[config.mk]
export PLATFORM = sky130hd
export DESIGN_NAME = qop_issue
export DESIGN_NICKNAME = d
export VERILOG_FILES = /design/src/rtl/qop_pkg.sv /design/src/rtl/qop_decode.sv /design/src/rtl/qop_label_ctr.sv /design/src/rtl/qop_pair_seq.sv /design/src/rtl/qop_issue.sv
export SDC_FILE = /design/constraint.sdc
export NUM_CORES = 1
export LEC_CHECK = 0
export BUFFER_PORTS_ARGS = -buffer_cell sky130_fd_sc_hd__buf_4
export CORE_ASPECT_RATIO = 0.9
export CORE_MARGIN = 1.5
export CORE_UTILIZATION = 36
export DETAILED_ROUTE_END_ITERATION = 10
export PLACE_DENSITY = 0.92
export RECOVER_POWER = 25
export SETUP_SLACK_MARGIN = 0.3
export SLEW_MARGIN = 0
export SYNTH_ARGS = -nofsm -noshare
export SYNTH_HDL_FRONTEND = slang
export SYNTH_SLANG_ARGS = --single-unit
[constraint.sdc]
create_clock -name clk -period 2.27 [get_ports clk]
set_input_delay 0.454 -clock clk [delete_from_list [all_inputs] [get_ports clk]]
set_output_delay 0.454 -clock clk [all_outputs]
set_load 0.005 [all_outputs]
[src/rtl/qop_pkg.sv]
package qop_pkg;
  localparam int WORD_W = 32;
  localparam int OPC_W  = 4;
  localparam int MASK_W = 8;
  localparam int FLD_W  = 4;
  localparam int IMM_W  = 16;
  localparam int KIND_W = 2;

  typedef enum logic [OPC_W-1:0] {
    OP_WAIT  = 4'd0,
    OP_PULSE = 4'd1,
    OP_MEAS  = 4'd2,
    OP_DISC  = 4'd3
  } op_e;

  function automatic logic [OPC_W-1:0] w_opc(input logic [WORD_W-1:0] w);
    return w[31:28];
  endfunction

  function automatic logic [MASK_W-1:0] w_mask_a(input logic [WORD_W-1:0] w);
    return w[27:20];
  endfunction

  function automatic logic [FLD_W-1:0] w_fld_a(input logic [WORD_W-1:0] w);
    return w[19:16];
  endfunction

  function automatic logic [MASK_W-1:0] w_mask_b(input logic [WORD_W-1:0] w);
    return w[11:4];
  endfunction

  function automatic logic [FLD_W-1:0] w_fld_b(input logic [WORD_W-1:0] w);
    return w[3:0];
  endfunction

  function automatic logic [IMM_W-1:0] w_imm(input logic [WORD_W-1:0] w);
    return w[15:0];
  endfunction
endpackage

[src/rtl/qop_decode.sv]
module qop_decode
  import qop_pkg::*;
(
  input  logic [WORD_W-1:0] word,
  input  logic              half_done,
  output logic              is_wait,
  output logic              is_bad,
  output logic              ev_need,
  output logic              last_piece,
  output logic [KIND_W-1:0] kind,
  output logic [MASK_W-1:0] mask,
  output logic [FLD_W-1:0]  arg,
  output logic [IMM_W-1:0]  dur,
  output logic [IMM_W-1:0]  imm
);
  logic [OPC_W-1:0] opc;
  logic             pa_live, pb_live;

  always_comb begin
    opc     = w_opc(word);
    imm     = w_imm(word);
    kind    = opc[KIND_W-1:0];
    pa_live = (w_mask_a(word) != '0) && !half_done;
    pb_live = (w_mask_b(word) != '0);
    is_wait = (opc == OP_WAIT);
    is_bad  = (opc > OP_DISC);
    ev_need    = 1'b0;
    last_piece = 1'b1;
    mask = '0;
    arg  = '0;
    dur  = '0;
    case (opc)
      OP_PULSE: begin
        ev_need    = pa_live || pb_live;
        last_piece = !(pa_live && pb_live);
        mask       = pa_live ? w_mask_a(word) : w_mask_b(word);
        arg        = pa_live ? w_fld_a(word)  : w_fld_b(word);
      end
      OP_MEAS: begin
        ev_need = 1'b1;
        mask    = w_mask_a(word);
        dur     = imm;
      end
      OP_DISC: begin
        ev_need = 1'b1;
        mask    = w_mask_a(word);
        arg     = w_fld_a(word);
      end
      default: ;
    endcase
  end
endmodule

[src/rtl/qop_label_ctr.sv]
module qop_label_ctr #(
  parameter int LBL_W = 8
) (
  input  logic             clk,
  input  logic             rst_n,
  input  logic             bump,
  output logic [LBL_W-1:0] label,
  output logic [LBL_W-1:0] label_nxt
);
  assign label_nxt = label + 1'b1;

  always_ff @(posedge clk) begin
    if (!rst_n)    label <= '0;
    else if (bump) label <= label_nxt;
  end
endmodule

[src/rtl/qop_pair_seq.sv]
module qop_pair_seq (
  input  logic clk,
  input  logic rst_n,
  input  logic adv,
  input  logic last_piece,
  output logic half_done
);
  always_ff @(posedge clk) begin
    if (!rst_n)   half_done <= 1'b0;
    else if (adv) half_done <= !last_piece;
  end
endmodule

[src/rtl/qop_issue.sv]
module qop_issue
  import qop_pkg::*;
#(
  parameter int LBL_W = 8
) (
  input  logic              clk,
  input  logic              rst_n,
  input  logic              in_valid,
  input  logic [WORD_W-1:0] in_word,
  output logic              in_ready,
  input  logic              tq_full,
  output logic              tp_push,
  output logic [IMM_W-1:0]  tp_interval,
  output logic [LBL_W-1:0]  tp_label,
  input  logic              eq_full,
  output logic              ev_push,
  output logic [KIND_W-1:0] ev_kind,
  output logic [LBL_W-1:0]  ev_label,
  output logic [MASK_W-1:0] ev_mask,
  output logic [FLD_W-1:0]  ev_arg,
  output logic [IMM_W-1:0]  ev_dur,
  output logic              err_flag
);
  logic space_ok, go, half_done;
  logic is_wait, is_bad, ev_need, last_piece;
  logic bad_taken;

  assign space_ok = !tq_full && !eq_full;
  assign go       = in_valid && space_ok;

  qop_decode u_dec (
    .word       (in_word),
    .half_done  (half_done),
    .is_wait    (is_wait),
    .is_bad     (is_bad),
    .ev_need    (ev_need),
    .last_piece (last_piece),
    .kind       (ev_kind),
    .mask       (ev_mask),
    .arg        (ev_arg),
    .dur        (ev_dur),
    .imm        (tp_interval)
  );

  qop_label_ctr #(.LBL_W(LBL_W)) u_lbl (
    .clk       (clk),
    .rst_n     (rst_n),
    .bump      (tp_push),
    .label     (ev_label),
    .label_nxt (tp_label)
  );

  qop_pair_seq u_seq (
    .clk        (clk),
    .rst_n      (rst_n),
    .adv        (ev_push),
    .last_piece (last_piece),
    .half_done  (half_done)
  );

  assign tp_push   = go && is_wait;
  assign ev_push   = go && ev_need;
  assign in_ready  = space_ok && (!ev_need || last_piece);
  assign bad_taken = go && is_bad;

  always_ff @(posedge clk) begin
    if (!rst_n)         err_flag <= 1'b0;
    else if (bad_taken) err_flag <= 1'b1;
  end
endmodule

==> summary.md, run 1 <==
In this run the static leakage power is 0.923 nW. In this run the power spent charging and discharging nets is 0.144 mW. The share of power burned in combinational logic was 37.5%; the number of global-route vias before repair was 1218. Summing the sequential cell areas from Yosys gives 19.0% of the chip area.

The number of synthesized register bits was 10. STA puts the critical path data required time at 1.82 ns. The first global-routing pass estimated 5550 um of wire.

The maximum fanout along the worst path works out to 8. Entering global routing, the biggest net connects 17 pins. Category of the most critical setup path: in -> out. The final setup violation count is 0. Yosys printed 0 warnings.

After clock tree synthesis, the clock-pin slew on the worst setup and hold paths is 0.06 ns. The total number of H-tree levels is 1, and the shortest clock period the worst path allows after layout is 2.10 ns. The switching power as a share of total power is 29.7%.

The maximum vdd drop was 155 uV; the share of post-route cells with drive strength above 1 was 61.1%. In this run, placement finished with an instance count of 263. Routability-driven placement finished with a final weighted congestion of 0.744.

The total congestion overflow after global routing was 0. The core region is 2770 sq um. The die covers 3260 sq um. The tightest min-delay check is of the reg -> reg type. The clock arrives with 0.00544 ns of skew. The number of I/O port buffers was 102; the ratio of final minimum period to clock period was 92.4%. In the layout the commonest cells are buf_4 (85), and2_1 (22), clkbuf_4 (19). The number of top-level pins is 103, and the register area is 204 sq um.

The tools report the final design utilization as 70.4%. In this run the tightest slew margin relative to its limit is 66.3%. The multi-input logic area came out at 815 sq um. From synthesis to final layout, the design area changed by 84.9%.

Across all layers, the routed design uses 1343 vias. Clock tree synthesis selected as its root buffer the cell clkbuf_4. Clock tree synthesis found a total of 10 sinks.

The logs give 38.1% for the starting density of the core and 0 for the number of remaining DRC errors. In this run, distinct cell masters in the synthesized netlist total 35. In this run the remaining antenna-violating nets after routing total 0. The run finished with clean final reports. The layout has 222 filler cells.

The portion of total power attributed to sequential cells is 36.4%, and the initial antenna violation count is 0. The tools report the maximum clock rate as 477 MHz. The number of endpoints with negative hold slack in the final report was 0; the share of synthesized flip-flops with an asynchronous set or reset was 0%.

Number of slew-limit violations in the final report: 0. The tool flagged a number of max-cap violations equal to 0. The internal power was 0.341 mW; the mean instance size in the synthesized netlist was 7.59 sq um. The first detailed-routing pass took 4 iterations. For the post-detailed-placement half-perimeter wirelength, the log shows 2860 um. Setup repair after global routing could not meet its margin everywhere. Counting along the longest clock path gives a buffer depth of 2.

The element type at the critical path start was an input port. At the pin with the least slew margin, the transition time is 0.505 ns. For this design the ratio of total power to cell area is 249 nW/um^2. The horizontal die dimension was 60.1 um. The library cell used most frequently in the layout, excluding fill and tap cells, is buf_4. TritonCTS created 3 clock buffers. Global routing used 22.5% of the available tracks across all layers. The initialized floorplan defines 18 standard-cell rows.

The tools report the total routed wirelength as 3950 um. The pre-CTS worst setup slack was 0.0353 ns; the cell area after synthesis was 1050 sq um. The worst setup slack after layout is 0.173 ns. Per report_power, the clock group accounts for 26.0% of the total.

Synthesis produced a netlist with a net count of 177. For this block, the initial DRC count from the detailed router was 29. The number of antenna diodes in the final layout is 0. The net count of the finished layout is 269.

Once layout is complete, the cells apart from fillers number 269. Using the TritonRoute via totals, the vias-per-cell ratio works out to 4.99. Among all flip-flop cells after synthesis, the most frequent one is dfxtp_1. In the synthesized netlist, the number of instances is 139. After routing, the total negative slack on setup checks comes to 0 ns.

TritonCTS built the clock tree. The tools report the later-pin clock latency in the skew report as 0.27 ns. The die is 54.4 um tall. The data arrival time at the worst-slack endpoint was 1.64 ns; the mean routed wirelength per cell was 14.7 um. STA classifies the critical path endpoint as an output pin. The synthesized design contains 0 enable-type register cells.
-- power by group through the flow --
stage / Combinational [mW] / Sequential (mW) / Clock (mW)
after detailed placement: 0.161 / 0.181 / 0
after global routing: 0.194 / 0.177 / 0.134
final: 0.182 / 0.177 / 0.126
after floorplan: 0.0630 / 0.181 / 0
after CTS: 0.174 / 0.177 / 0.128
after global placement: 0.158 / 0.181 / 0
-- final timing paths --
path / startpoint / endpoint / slack, ns / depth (start not counted)
max: in_word[30] / ev_mask[7] / 0.17 / 5
min: err_flag / err_flag / 0.47 / 2
max reg2reg: u_lbl.label[2] / u_lbl.label[7] / 0.77 / 4
min reg2reg: err_flag / err_flag / 0.47 / 2
-- Yosys cell counts (2+ instances only) --
| cell | count | area share [%] |
|---|---|---|
| nand2_1 | 6 | 2.1 |
| xor2_1 | 4 | 3.3 |
| nor2_1 | 5 | 1.8 |
| o21ai_0 | 6 | 2.8 |
| a22o_1 | 8 | 6.6 |
| inv_1 | 4 | 1.4 |
| dfxtp_1 | 10 | 19 |
| nand4_1 | 2 | 1.2 |
| nor4_1 | 4 | 2.4 |
| buf_4 | 18 | 13 |
| a21boi_1 | 2 | 1.4 |
| nor3b_1 | 2 | 1.4 |
| a21oi_1 | 5 | 2.4 |
| clkbuf_1 | 4 | 1.4 |
| nand3_1 | 10 | 4.7 |
| xnor2_1 | 7 | 5.8 |
| and2_1 | 22 | 13 |
| and3_1 | 2 | 1.2 |
| a21boi_0 | 2 | 1.4 |
-- area by class of cell --
type	instances	area share, %
clock buffers	3	1.15
repair buffers	110	43.3
inverters	4	0.770
flip-flops and latches	10	10.5
well taps	40	2.57
multi-input cells	102	41.8
-- per-stage QoR --
step                instance area (sq um)  total power, mW  hold slack [ns]
floorplan                            1050            0.244            0.452
global placement                     1750            0.339            0.446
detailed placement                   1750            0.342            0.466
CTS                                  1860            0.480            0.464
global route                         1950            0.504            0.477
finish                               1950            0.486            0.465
-- worst max-delay path, stage by stage --
cell and delay (ns):
buf_8 0.10, or3b_4 0.44, nor3_4 0.34, a22o_1 0.20, buf_4 0.11
-- kinds of logic (layout without fill, tap and decap cells) --
kind of cell,count (synthesis),after routing,share of synthesized area [%]
buffers and inverters,27,117,16.1
AND/OR/NAND/NOR,60,60,34.6
AO/OA/AOI/OAI,30,30,19.9
adder cells (fa/ha/maj),1,1,1.19
flip-flops,10,10,19.0
XOR/XNOR,11,11,9.13
-- metal layers --
layer | track usage, % | vias up | routed length [um]
met5 | 0 | - | 0
met4 | 5.93 | 0 | 36
met3 | 4.49 | 6 | 179
met2 | 39.7 | 51 | 2190
met1 | 27.9 | 628 | 1540
li1 | - | 658 | -
-- registers in the layout, summed over array words and instances (netlist names) --
signal and count:
u_lbl.label 8, err_flag 1, u_seq.half_done 1
-- what timing repair did --
action,4_1_cts,5_1_grt
gates resized for setup,21,22
hold buffers,0,0
endpoints found under the hold margin,0,0
pin swaps,10,6
buffers inserted,1,2
endpoints found under the setup margin,32,34
cloned,0,0
(Power assumes the default switching activity.)
==> run 2: changes to the inputs <==
==> constraint.sdc (replaced) <==
create_clock -name clk -period 2.27 [get_ports clk]
set_input_delay 0.454 -clock clk [delete_from_list [all_inputs] [get_ports clk]]
set_output_delay 0.454 -clock clk [all_outputs]
set_load 0.05 [all_outputs]
==> summary.md, run 2 (synthesis gave the netlist of run 1 again) <==
The run finished with clean final reports. Iteration-0 DRC count of the detailed router: 47 (was 29). Largest registers ranked by flip-flop count: u_lbl.label x8, err_flag x1, u_seq.half_done x1 (unchanged).

The share of post-route cells with drive strength above 1 was 67.5% (was 61.1%). The logs give 10 (unchanged) for the TritonCTS sink count and 2050 sq um (was 1750 sq um) for the placed standard-cell area. The path depth of the worst reg2reg path is 5 (was 4). The cell class contributing the biggest share of worst-path delay was simple AND/OR/NAND/NOR gates (unchanged).

The combined buffer and inverter count along the critical path works out to 3 (was 2). TritonCTS built the clock tree. Growth of design area from synthesis to finish: 121% (was 84.9%).

The tools report the launch point of the worst hold path as rst_n (was err_flag). The total number of H-tree levels is 1 (unchanged), and the pre-CTS worst setup slack is 0.0260 ns (was 0.0353 ns). The largest register by flop count was u_lbl.label (unchanged). The library cell contributing the largest single delay on the critical path was nor4_4 (was or3b_4).

Fill cell instance count of the final layout: 158 (was 222). Terminating pin of the worst hold path: u_lbl.label[3] (was err_flag). The number of remaining DRC errors is 0 (unchanged).

The aggregate negative setup slack was 0 ns (unchanged); the worst setup slack after layout was 0.0676 ns (was 0.173 ns). The internal power was 0.401 mW (was 0.341 mW); the initial antenna violation count was 0 (unchanged). The endpoint of the worst register-to-register path is u_lbl.label[7] (unchanged). The tools report the source of the critical timing path as in_word[26] (was in_word[30]).

The ratio of final minimum period to clock period is 97.0% (was 92.4%). Horizontal die dimension: 60.1 um (unchanged). The pin count of the biggest net entering global routing is 17 (unchanged).

The number of top-level pins was 103 (unchanged); the number of endpoints with negative hold slack in the final report was 0 (unchanged). The switching power as a share of total power was 41.7% (was 29.7%); the transition at the pin with the smallest max-transition slack was 0.660 ns (was 0.505 ns). For the max capacitance violation total, the log shows 0 (unchanged). The tools report the core outline area as 2770 sq um (unchanged). The run gives 0.74 ns (was 0.77 ns) as the internal reg-to-reg setup slack.

The worst flop-to-flop path startpoint is u_lbl.label[2] (unchanged). The run gives 1.75 ns (was 1.64 ns) as the data arrival time at the worst-slack endpoint. By instance count, the cell type seen most on the critical path is buf_8. The overall routing resource usage came out at 29.5% (was 22.5%). The root buffer selected by CTS was clkbuf_4 (unchanged). The class of the most critical hold timing path was in -> reg (was reg -> reg). Final design utilization: 84.0% (was 70.4%).

The category of the most critical setup path is in -> out (unchanged). The type of destination of the critical path is an output pin (unchanged). The worst hold slack was 0.453 ns (was 0.465 ns); the net switching power of the design was 0.288 mW (was 0.144 mW). The clock power share came out at 24.1% (was 26.0%).

The tools report the required time of the critical path as 1.82 ns (about the same). The run gives 454 MHz (was 477 MHz) as the maximum clock rate. Crit-path cells: buf_8 > nor4_4 > a21oi_4 > nor3_4 > buf_12 > a22o_4 > buf_8 (was buf_8 > or3b_4 > nor3_4 > a22o_1 > buf_4). The number of flip-flops in the largest register came out at 8 (unchanged). Setup repair after global routing could not meet its margin everywhere. The maximum fanout along the worst path is 8 (unchanged).

Maximum vdd drop: 184 uV (was 155 uV). The ratio of total power to cell area was 296 nW/um^2 (was 249 nW/um^2). The portion of total power attributed to sequential cells is 25.2% (was 36.4%).

For the relative max-transition margin, the log shows 56.2% (was 66.3%). The number of I/O port buffers was 102 (unchanged). The number of buffers added by the clock tree synthesis step was 3 (unchanged); the height of the die was 54.4 um (unchanged). For the clock tree buffer depth, the log shows 2 (unchanged). The tools report the number of inserted diodes as 0 (unchanged). For the number of slew-limit violations in the final report, the log shows 0 (unchanged).

The share of power burned in combinational logic is 50.7% (was 37.5%), and the cell row count is 18 (unchanged). For the final design instance area without fill, the log shows 2330 sq um (was 1950 sq um). Clock-pin slew on the worst setup and hold paths: 0.07 ns (was 0.06 ns). The total iterations of the first detailed-routing run was 4 (unchanged); the via count was 1563 (was 1343). The tools report the later-pin clock latency in the skew report as 0.28 ns (was 0.27 ns). The most common library cell in the layout ignoring fill and taps is buf_4 (unchanged). For the number of nets at the end of the flow, the log shows 279 (was 269). The number of global-route vias before repair is 1434 (was 1218). The depth of the worst hold-timing path works out to 2 (unchanged). The total routed wirelength was 5520 um (was 3950 um). Global-route wire length before repair: 7070 um (was 5550 um). Delay of the slowest critical-path stage: 0.38 ns (was 0.44 ns). Commonest cells after routing, fill and taps aside: buf_4 (71), clkbuf_1 (19), buf_6 (18) (was buf_4 (85), and2_1 (22), clkbuf_4 (19)). Mean routed wirelength per cell: 19.7 um (was 14.7 um). The run gives 3330 um (was 2860 um) as the post-detailed-placement half-perimeter wirelength.

Full die area: 3260 sq um (unchanged). Shortest clock period the worst path allows after layout: 2.20 ns (was 2.10 ns). For the weighted congestion reported at the end of routability-driven placement, the log shows 0.769 (was 0.744). Element type at the critical path start: an input port (unchanged). The run gives 38.1% (unchanged) as the starting density of the core.

The tools report the leakage dissipation as 1.03 nW (was 0.923 nW). The vias per cell works out to 5.58 (was 4.99). The total congestion overflow after global routing is 0 (unchanged), and the final setup violation count is 0 (unchanged).

The setup skew after layout was 0.00634 ns (was 0.00544 ns); the remaining antenna violation count was 0 (unchanged).
run 2: cell count changes in the layout (fill, tap and decap cells not counted), sizes merged:
cell / delta
buf: +10
clkbuf: +1
run 2: stage by stage:
| stage | total power, mW | std cells |
|---|---|---|
| floorplan | 0.376 | 139 |
| global placement | 0.487 | 266 |
| detailed placement | 0.494 | 266 |
| CTS | 0.680 | 271 |
| global route | 0.708 | 280 |
| finish | 0.689 | 280 |
run 2: worst reg2reg max path: stages (launching register included):
cell	delay [ns]
dfxtp_4	0.37
and3_4	0.22
nand3_4	0.11
buf_4	0.17
or4_1	0.46
a21boi_1	0.14
run 2: layer usage:
| metal | vias up | track usage [%] | wire length, um | share of wire [%] |
|---|---|---|---|---|
| met5 | - | 0 | 0 | 0 |
| met4 | 0 | 13.7 | 336 | 6.1 |
| met3 | 33 | 7.09 | 498 | 9.0 |
| met2 | 118 | 53.1 | 2830 | 51 |
| met1 | 726 | 32.9 | 1860 | 34 |
| li1 | 686 | - | - | - |
run 2: cell type report:
cell class	instances	area, sq um	share of cell area, %
clock buffers	4	36.3	1.56
inverters	4	15.0	0.645
multi-input cells	102	1010	43.5
flip-flops and latches	10	215	9.25
well taps	40	50.0	2.15
repair buffers	120	997	42.8
run 2: worst max-delay path by stage:
stage / end / cells past startpoint / slack (ns)
after CTS: ev_mask[0] / 6 / 0.16
after global routing: ev_mask[5] / 7 / 0.05
after global placement: ev_mask[2] / 7 / 0.07
final: ev_mask[5] / 7 / 0.07
after floorplan: ev_mask[0] / 4 / 0.23
after detailed placement: ev_mask[0] / 7 / 0.03
run 2: what timing repair did:
action                                  CTS  global route
hold buffers                              0             0
gates resized for setup                  40            22
cloned                                    0             1
buffers inserted                          1             8
hold endpoints to repair                  0             0
endpoints found under the setup margin   33            33
pin swaps                                 6             8
run 2: power groups by stage:
stage / clock network, mW / logic, mW / registers [mW]
global route: 0.177 / 0.358 / 0.173
CTS: 0.168 / 0.339 / 0.173
detailed placement: 0 / 0.316 / 0.178
global placement: 0 / 0.310 / 0.178
finish: 0.166 / 0.349 / 0.174
floorplan: 0 / 0.195 / 0.181
==> run 3: changes to the inputs <==
--- a/config.mk
+++ b/config.mk
@@ -10,7 +10,8 @@
 export CORE_MARGIN = 1.5
 export CORE_UTILIZATION = 36
 export DETAILED_ROUTE_END_ITERATION = 10
-export PLACE_DENSITY = 0.92
+export GPL_ROUTABILITY_DRIVEN = 1
+export PLACE_DENSITY = 0.91
 export RECOVER_POWER = 25
 export SETUP_SLACK_MARGIN = 0.3
 export SLEW_MARGIN = 0
==> summary.md, run 3 (synthesis gave the netlist of run 1 again) <==
The final design utilization is 91.1% (was 84.0%). The number of flip-flops in the largest register works out to 8 (unchanged). The depth of the worst hold-timing path works out to 2 (unchanged). The tools report the full die area as 3260 sq um (unchanged).

The remaining antenna violation count is 0 (unchanged), and the TritonCTS sink count is 10 (unchanged). The number of nets at the end of the flow was 288 (was 279). The weighted congestion reported at the end of routability-driven placement is 0.818 (was 0.769). The vias per cell was 5.70 (was 5.58).

Category of the most critical setup path: in -> out (unchanged). The growth of design area from synthesis to finish came out at 139% (was 121%). Crit-path cells: buf_8 > or3b_4 > nor3_4 > buf_12 > a22o_4 > buf_8 (was buf_8 > nor4_4 > a21oi_4 > nor3_4 > buf_12 > a22o_4 > buf_8). The tools report the total routed wirelength as 6720 um (was 5520 um). The initial antenna violation count came out at 0 (unchanged). Library cell contributing the largest single delay on the critical path: or3b_4 (was nor4_4). The overall routing resource usage came out at 32.7% (was 29.5%).

The tools report the terminating pin of the worst hold path as u_lbl.label[3] (unchanged). The maximum vdd drop was 214 uV (was 184 uV). The total number of H-tree levels is 1 (unchanged).

The type of destination of the critical path was an output pin (unchanged). The data arrival time at the worst-slack endpoint came out at 1.70 ns (was 1.75 ns). The source of the critical timing path is in_word[31] (was in_word[26]).

The transition at the pin with the smallest max-transition slack was 0.670 ns (was 0.660 ns). Setup repair after global routing could not meet its margin everywhere. The cell row count was 18 (unchanged). The run finished with clean final reports.

The number of global-route vias before repair is 1520 (was 1434). The run gives 1.82 ns (about the same) as the required time of the critical path. The tools report the final setup violation count as 0 (unchanged).

The final design instance area without fill is 2520 sq um (was 2330 sq um). The class of the most critical hold timing path was in -> reg (unchanged). The height of the die was 54.4 um (unchanged).

The horizontal die dimension was 60.1 um (unchanged). The run gives 0.00533 ns (was 0.00634 ns) as the setup skew after layout. The run gives 0 (unchanged) as the number of endpoints with negative hold slack in the final report. The number of inserted diodes was 0 (unchanged); the max capacitance violation total was 0 (unchanged). For the number of top-level pins, the log shows 103 (unchanged). The global-route wire length before repair came out at 7690 um (was 7070 um). The clock-pin slew on the worst setup and hold paths works out to 0.07 ns (about the same). For the core outline area, the log shows 2770 sq um (unchanged).

The tools report the later-pin clock latency in the skew report as 0.28 ns (about the same). The tools report the relative max-transition margin as 55.5% (was 56.2%). The mean routed wirelength per cell is 23.3 um (was 19.7 um). The run gives 3 (unchanged) as the number of buffers added by the clock tree synthesis step. The run gives 73 (was 47) as the iteration-0 DRC count of the detailed router.

Largest registers ranked by flip-flop count: u_lbl.label x8, err_flag x1, u_seq.half_done x1 (unchanged). The total iterations of the first detailed-routing run was 4 (unchanged). The root buffer selected by CTS was clkbuf_4 (unchanged). Via count: 1647 (was 1563).

The placed standard-cell area was 2030 sq um (was 2050 sq um); the pin count of the biggest net entering global routing was 15 (was 17). The worst flop-to-flop path startpoint was u_lbl.label[0] (was u_lbl.label[2]). The tools report the number of slew-limit violations in the final report as 0 (unchanged). The maximum fanout along the worst path came out at 8 (unchanged).

Commonest cells after routing, fill and taps aside: buf_4 (67), buf_8 (22), buf_6 (20) (was buf_4 (71), clkbuf_1 (19), buf_6 (18)). The post-detailed-placement half-perimeter wirelength was 3330 um (about the same). The tools report the element type at the critical path start as an input port (unchanged).

The ratio of final minimum period to clock period is 94.9% (was 97.0%). Largest register by flop count: u_lbl.label (unchanged). Number of I/O port buffers: 102 (unchanged). The library cell appearing most often on the critical path was buf_8 (unchanged).

Endpoint of the worst register-to-register path: u_lbl.label[7] (unchanged). The launch point of the worst hold path was rst_n (unchanged). The internal reg-to-reg setup slack was 0.84 ns (was 0.74 ns); the number of remaining DRC errors was 0 (unchanged). The tools report the maximum clock rate as 464 MHz (was 454 MHz).

The total congestion overflow after global routing is 0 (unchanged), and the delay of the slowest critical-path stage is 0.44 ns (was 0.38 ns). The path depth of the worst reg2reg path is 4 (was 5). The tools report the leakage dissipation as 1.11 nW (was 1.03 nW). Starting density of the core: 38.1% (unchanged). Ratio of total power to cell area: 270 nW/um^2 (was 296 nW/um^2). The clock tree buffer depth came out at 2 (unchanged). Shortest clock period the worst path allows after layout: 2.15 ns (was 2.20 ns). The most common library cell in the layout ignoring fill and taps was buf_4 (unchanged). TritonCTS built the clock tree. The share of post-route cells with drive strength above 1 was 70.3% (was 67.5%); the total power draw was 0.681 mW (was 0.689 mW).
## run 3: changes by cell type in the layout (fill, tap and decap cells not counted), moves of 2 or more
cell / delta
buf_8: +12
buf_4: -4
o21ai_0: -3
buf_6: +2
o21ai_1: +2
## run 3: metal layers
layer / up-vias / wire length (um) / share of wire, % / GRT usage, %
met5: - / 0 / 0 / 0
met3: 36 / 660 / 9.8 / 10.4
met1: 761 / 2310 / 34 / 33.3
met4: 0 / 371 / 5.5 / 12.6
li1: 693 / - / - / -
met2: 157 / 3380 / 50 / 62.1
## run 3: worst max-delay path, delay by kind of cell
kind | cells | cell delay [ns]
AO/OA/AOI/OAI | 1 | 0.13
AND/OR/NAND/NOR | 2 | 0.69
buffers and inverters | 3 | 0.41
## run 3: power by group
| group | internal (mW) | switching [mW] | leakage, nW |
|---|---|---|---|
| clock network | 0.0682 | 0.0687 | 0.0150 |
| logic | 0.142 | 0.228 | 1.01 |
| registers | 0.173 | 0.000903 | 0.0846 |
| total | 0.383 | 0.298 | 1.11 |
## run 3: worst max-delay path by stage
stage | cells after the start | to
after floorplan | 4 | ev_mask[0]
after global placement | 5 | ev_mask[3]
after detailed placement | 5 | ev_mask[6]
after CTS | 6 | ev_mask[6]
after global routing | 7 | ev_mask[6]
final | 6 | ev_mask[4]
## run 3: stage by stage
step / setup TNS (ns) / std cells / setup slack, ns / hold slack, ns
after floorplan: 0 / 139 / 0.233 / 0.558
after detailed placement: -0.0231 / 265 / -0.00965 / 0.466
after CTS: 0 / 275 / 0.173 / 0.466
after global routing: 0 / 289 / 0.0734 / 0.491
after global placement: 0 / 265 / 0.0121 / 0.446
final: 0 / 289 / 0.117 / 0.487
## run 3: timing repair
action | 4_1_cts | 5_1_grt
pin swaps | 11 | 14
resized for setup | 50 | 47
cloned | 1 | 0
hold buffers | 0 | 0
setup buffers | 5 | 14
endpoints found under the setup margin | 33 | 33
## run 3: area by class of cell
cell class | instances | area, sq um
sequential | 10 | 215
timing repair buffer | 129 | 1170
clock buffer | 4 | 26.3
tap | 40 | 50.0
fill | 116 | 246
multi-input combinational | 102 | 1050
inverter | 4 | 15.0
